**src/rtl/nsp_pkg.sv**
```systemverilog
`timescale 1ns/1ps
package nsp_pkg;

    localparam int unsigned NSP_NIBBLE = 4;

    typedef enum logic {
        NSP_SHIFT = 1'b0,
        NSP_COUNT = 1'b1
    } nsp_mode_e;

    // per-clock timing events seen by the datapath
    typedef struct packed {
        logic start;   // instruction cycle begins
        logic mid;     // instruction cycle midpoint
        logic xfer;    // qualified exchange (command at midpoint)
    } nsp_evt_t;

endpackage

```
**src/rtl/nsp_edge.sv**
```systemverilog
`timescale 1ns/1ps
module nsp_edge (
    input  logic clk,
    input  logic rst,
    input  logic din,
    output logic fall
);
    logic din_q;

    always_ff @(posedge clk) begin
        if (rst) din_q <= 1'b0;
        else     din_q <= din;
    end

    assign fall = din_q & ~din;

endmodule

```
**src/rtl/nsp_skgen.sv**
```systemverilog
`timescale 1ns/1ps
module nsp_skgen
    import nsp_pkg::*;
(
    input  logic      clk,
    input  logic      rst,
    input  nsp_evt_t  evt,
    input  nsp_mode_e mode,
    input  logic      carry,
    output logic      sk
);
    logic gate_q;

    always_ff @(posedge clk) begin
        if (rst) begin
            gate_q <= 1'b0;
            sk     <= 1'b0;
        end else begin
            if (evt.xfer) gate_q <= carry;
            if (mode == NSP_COUNT)  sk <= gate_q;
            else if (evt.start)     sk <= gate_q;
            else if (evt.mid)       sk <= 1'b0;
        end
    end

    // shift-mode clock always drops at the midpoint
    p_mid_low_r5: assert property (@(posedge clk) disable iff (rst)
        (evt.mid && mode == NSP_SHIFT) |=> !sk);

    // count mode holds the clock high while the latch is set
    p_steady_r6: assert property (@(posedge clk) disable iff (rst)
        (mode == NSP_COUNT && gate_q && !evt.xfer) |=> sk);

    // a cleared latch keeps the shift-mode clock low at cycle start
    p_quiet_r5: assert property (@(posedge clk) disable iff (rst)
        (evt.start && mode == NSP_SHIFT && !gate_q) |=> !sk);

endmodule

```
**src/rtl/nsp_sio.sv**
```systemverilog
`timescale 1ns/1ps
module nsp_sio
    import nsp_pkg::*;
#(
    parameter int unsigned W = NSP_NIBBLE
) (
    input  logic         clk,
    input  logic         rst,
    input  nsp_evt_t     evt,
    input  nsp_mode_e    mode,
    input  logic [W-1:0] acc,
    input  logic         si,
    input  logic         si_fall,
    output logic [W-1:0] rd,
    output logic         msb
);
    localparam logic [W-1:0] ONE = W'(1);

    logic [W-1:0] sr_q;

    always_ff @(posedge clk) begin
        if (rst) begin
            sr_q <= '0;
            rd   <= '0;
        end else if (evt.xfer) begin
            sr_q <= acc;
            rd   <= sr_q;
        end else if (mode == NSP_SHIFT && evt.start) begin
            sr_q <= {sr_q[W-2:0], si};
        end else if (mode == NSP_COUNT && si_fall) begin
            sr_q <= sr_q + ONE;
        end
    end

    // top bit captured at the midpoint; an exchange there presents the new value
    always_ff @(posedge clk) begin
        if (rst)          msb <= 1'b0;
        else if (evt.mid) msb <= evt.xfer ? acc[W-1] : sr_q[W-1];
    end

    // shift at cycle start
    p_shift_r1: assert property (@(posedge clk) disable iff (rst)
        (evt.start && !evt.xfer && mode == NSP_SHIFT)
        |=> sr_q == {$past(sr_q[W-2:0]), $past(si)});

    // exchange loads accumulator and returns old contents
    p_load_r3: assert property (@(posedge clk) disable iff (rst)
        evt.xfer |=> (sr_q == $past(acc)) && (rd == $past(sr_q)));

    // count on falling SI
    p_count_r9: assert property (@(posedge clk) disable iff (rst)
        (mode == NSP_COUNT && si_fall && !evt.xfer)
        |=> sr_q == $past(sr_q) + ONE);

    // no falling SI, no count
    p_hold_r9: assert property (@(posedge clk) disable iff (rst)
        (mode == NSP_COUNT && !si_fall && !evt.xfer) |=> $stable(sr_q));

endmodule

```
**src/rtl/nsp_port.sv**
```systemverilog
`timescale 1ns/1ps
module nsp_port
    import nsp_pkg::*;
#(
    parameter int unsigned W = NSP_NIBBLE
) (
    input  logic         clk,
    input  logic         rst,
    input  logic         cyc_start,
    input  logic         cyc_mid,
    input  logic         xchg,
    input  logic [W-1:0] acc_in,
    input  logic         carry_in,
    input  logic         mode_cnt,
    input  logic         so_en,
    input  logic         si,
    output logic         sk,
    output logic         so,
    output logic [W-1:0] rd_out
);
    nsp_evt_t  evt;
    nsp_mode_e mode;
    logic      si_fall;
    logic      msb;

    assign evt.start = cyc_start;
    assign evt.mid   = cyc_mid;
    assign evt.xfer  = xchg & cyc_mid;
    assign mode      = nsp_mode_e'(mode_cnt);

    nsp_edge u_edge (
        .clk  (clk),
        .rst  (rst),
        .din  (si),
        .fall (si_fall)
    );

    nsp_skgen u_skgen (
        .clk   (clk),
        .rst   (rst),
        .evt   (evt),
        .mode  (mode),
        .carry (carry_in),
        .sk    (sk)
    );

    nsp_sio #(.W(W)) u_sio (
        .clk     (clk),
        .rst     (rst),
        .evt     (evt),
        .mode    (mode),
        .acc     (acc_in),
        .si      (si),
        .si_fall (si_fall),
        .rd      (rd_out),
        .msb     (msb)
    );

    assign so = so_en & msb;

    // exchange outside the midpoint leaves the read-back untouched
    p_ignore_r4: assert property (@(posedge clk) disable iff (rst)
        (xchg && !cyc_mid) |=> $stable(rd_out));

    // reset clears the pins and the read-back
    p_reset_r10: assert property (@(posedge clk)
        rst |=> (!sk && !so && rd_out == '0));

endmodule

```
**config.mk**
```make
export PLATFORM = sky130hd
export DESIGN_NAME = nsp_port
export DESIGN_NICKNAME = d
export VERILOG_FILES = /design/src/rtl/nsp_pkg.sv /design/src/rtl/nsp_edge.sv /design/src/rtl/nsp_skgen.sv /design/src/rtl/nsp_sio.sv /design/src/rtl/nsp_port.sv
export SDC_FILE = /design/constraint.sdc
export NUM_CORES = 1
export LEC_CHECK = 0
export BUFFER_PORTS_ARGS = -buffer_cell sky130_fd_sc_hd__clkbuf_2
export CORE_MARGIN = 3
export CORE_UTILIZATION = 45
export DETAILED_ROUTE_END_ITERATION = 10
export PLACE_DENSITY_LB_ADDON = 0.3
export SYNTH_ARGS = -nofsm -noshare
export SYNTH_HDL_FRONTEND = slang
export SYNTH_SLANG_ARGS = --single-unit
```
**constraint.sdc**
```tcl
create_clock -name clk -period 2.2 [get_ports clk]
set_input_delay 0.33 -clock clk [delete_from_list [all_inputs] [get_ports clk]]
set_output_delay 0.33 -clock clk [all_outputs]
set_load 0.005 [all_outputs]
```
==> results.md <==
* Status: complete, no violations
* Clock Pin Slew Worst Setup and Hold Paths at 0.08 ns
* Worst setup EP type: flop
* Pin count of the biggest net entering global routing at 14
* Maxcap violations at 0
* Cts hold-fix bufs at 0
* Antenna cells at 0
* TNS Setup at 0 ns
* Syn Area/Cell at 8.35 um^2
* Sequential power share at 48.7%
* Worst clock skew at 0.00108 ns
* Synth-to-layout area growth at 20.5%
* Finished Core Util at 61.0%
* Hold WC Path Type: primary input to flop
* Later-pin clock latency in the skew report at 0.28 ns
* # nets final at 104
* RSZ-0062 raised after global routing: no
* Wire length per cell at 12.0 um
* Routed Antenna Nets at 0
* Core area at 1170 um^2
* Netlist cell types at 26
* Drt initial violations at 3
* Inst Count DP at 99
* Root Buffer: clkbuf_4
* Achievable Freq at 767 MHz
* Sequential-to-total area share from yosys stat at 40.5%
* Die height at 42.3 um
* I/O pin count at 19
* Mapped cell area at 593 um^2
* First-pass GRT wire length at 2.15 mm
* Total track usage at 15.5%
* Final HPWL DP at 912 um
* Comb power frac at 15.1%
* Net switching power at 133 uW
* GPL Wtd Cong at 0.773
* Reg2reg path depth at 5
* Clock power frac at 36.2%
* Total Wirelength at 1.24 mm
* Leakage at 0.000320 uW
* Yosys reg bits at 12
* H-tree levels at 1
* Worst reg2reg path endpoint: u_sio.sr_q[2]
* Slew Viols, Final at 0
* Dpl ws at 0.703 ns
* Via/cell ratio at 5.49
* Crit. Startpoint: u_sio.sr_q[0]
* DRC viols at 0
* Synth Instances at 71
* Part of the cycle the worst path needs at 59.3%
* YS warnings at 0
* Placed Area at 678 um^2
* Total CTS buffers at 3
* CP endpoint: u_sio.sr_q[2]
* Cell Pwr Density at 701 nW/um^2
* Synthesized Nets at 85
* Via count at 565
* FF-to-FF setup slack at 0.90 ns
* Max clock buf depth at 2
* Worst setup slack after layout at 0.896 ns
* Vias in the first global route at 484
* RR Startpoint: u_sio.sr_q[0]
* Clock sink count at 12
* Share of post-route cells with drive strength above 1 at 27.0%
* Initial antenna violation count at 0
* Slew @ Worst Pin at 0.405 ns
* Switching Fraction at 26.6%
* Row cnt at 12
* Min Tclk post-route at 1.30 ns
* Relative slew slack at 72.9%
* Int Pwr at 368 uW
* Number of port buffers at 18
* Crit path DAT at 1.51 ns
* WS Path Type: flop to flop
* Overflow after GRT at 0
* Post-Layout Cell Count at 103
* Max FO, Critical Path at 7
* Setup Fix Bufs, Post-CTS at 0
* Startpoint types: flop
* Die W at 42.3 um
* DIE AREA at 1790 um^2
* Post-CTS resize count at 0
* Endpoints failing setup at 0
* Design Area, Final at 714 um^2
* Drt first pass iters at 2
* Final hold vios at 0
* Peak VDD IR at 0.370 mV
* CP Data Required Time at 2.41 ns
* Initial core utilization at 50.6%
* CTS tree: done
==> power groups by stage <==
| stage | sequential, uW | combinational (uW) | clock [uW] |
|---|---|---|---|
| floorplan | 246 | 52.9 | 0 |
| global placement | 249 | 74.2 | 0 |
| detailed placement | 250 | 76.3 | 0 |
| CTS | 244 | 76.7 | 184 |
| global route | 247 | 88.2 | 196 |
| finish | 244 | 75.7 | 181 |
==> critical path: stages, from the launching register on <==
cell,delay (ns)
dfxtp_1,0.38
ha_1,0.23
xnor2_1,0.12
a211oi_1,0.27
a211oi_1,0.07
nor3_1,0.16
==> through the flow <==
stage,total power (uW),hold slack [ns]
final,501,0.271
after global routing,531,0.301
after CTS,505,0.269
after detailed placement,326,0.449
after global placement,323,0.442
after floorplan,299,0.402
==> flip-flops by register name, summed over array words and instances (netlist names) <==
signal	count
u_sio.rd	4
u_sio.sr_q	4
u_sio.msb	1
u_edge.din_q	1
u_skgen.gate_q	1
u_skgen.sk	1
==> how the worst min path moves through the flow <==
stage           startpoint             end  cells past startpoint
3_5_place_dp   u_sio.rd[1]     u_sio.rd[1]                      2
6_report          carry_in  u_skgen.gate_q                      3
2_1_floorplan          rst    u_edge.din_q                      1
4_1_cts           carry_in  u_skgen.gate_q                      3
3_3_place_gp   u_sio.rd[3]     u_sio.rd[3]                      2
5_1_grt            cyc_mid       u_sio.msb                      2
==> cell type report <==
| cell class | count | area (um^2) |
|---|---|---|
| Sequential cell | 12 | 240 |
| Clock buffer | 4 | 36.3 |
| Timing Repair Buffer | 18 | 90.1 |
| Fill cell | 116 | 457 |
| Tap cell | 14 | 17.5 |
| Multi-Input combinational cell | 53 | 323 |
| Inverter | 2 | 7.51 |
==> per-layer routing <==
layer,track usage (%),wire [um]
met4,9.32,32
met2,22.2,553
met1,21.3,588
met5,0,0
met3,2.58,66
==> kinds of logic after synthesis <==
family | Yosys count | synth area share, %
and+or+nand+nor | 27 | 21.7
AOI/OAI and AO/OA | 21 | 24.1
DFF | 12 | 40.5
buffers and inverters | 6 | 5.06
muxes | 3 | 5.06
xor gates and xnor gates | 1 | 1.48
adders and majority gates | 1 | 2.11
==> synthesized netlist by cell type <==
cell type	n	area (um^2)
nand2_1	13	48.8
dfxtp_1	12	240
a21oi_1	9	45.0
nor2_1	5	18.8
a211oi_1	4	30.0
clkbuf_1	3	11.3
mux2i_1	3	30.0
and2_1	2	12.5
inv_1	2	7.51
o21ai_0	2	10.0
a2111oi_2	1	15.0
a211o_1	1	8.76
a21o_1	1	7.51
a31o_1	1	8.76
and4_1	1	8.76
buf_6	1	11.3
ha_1	1	12.5
nand2b_1	1	6.26
nand3_1	1	5.00
nor2b_1	1	6.26
nor3_1	1	5.00
nor3b_1	1	7.51
o211a_1	1	10.0
o211ai_1	1	7.51
or4b_2	1	10.0
xnor2_1	1	8.76
==> layout by cell type, fill, tap and decap left out <==
cell type,synthesis,final
clkbuf_2,0,18
nand2_1,13,13
dfxtp_1,12,12
a21oi_1,9,9
nor2_1,5,5
a211oi_1,4,4
mux2i_1,3,3
clkbuf_4,0,3
and2_1,2,2
o21ai_0,2,2
inv_1,2,2
nand2b_1,1,1
o211a_1,1,1
a211o_1,1,1
nor2b_1,1,1
or4b_2,1,1
and4_1,1,1
a21o_1,1,1
nand3_1,1,1
o211ai_1,1,1
a2111oi_2,1,1
a31o_1,1,1
xnor2_1,1,1
nor3b_1,1,1
nor3_1,1,1
ha_1,1,1
clkbuf_8,0,1
Power figures use the tool's default switching activity.
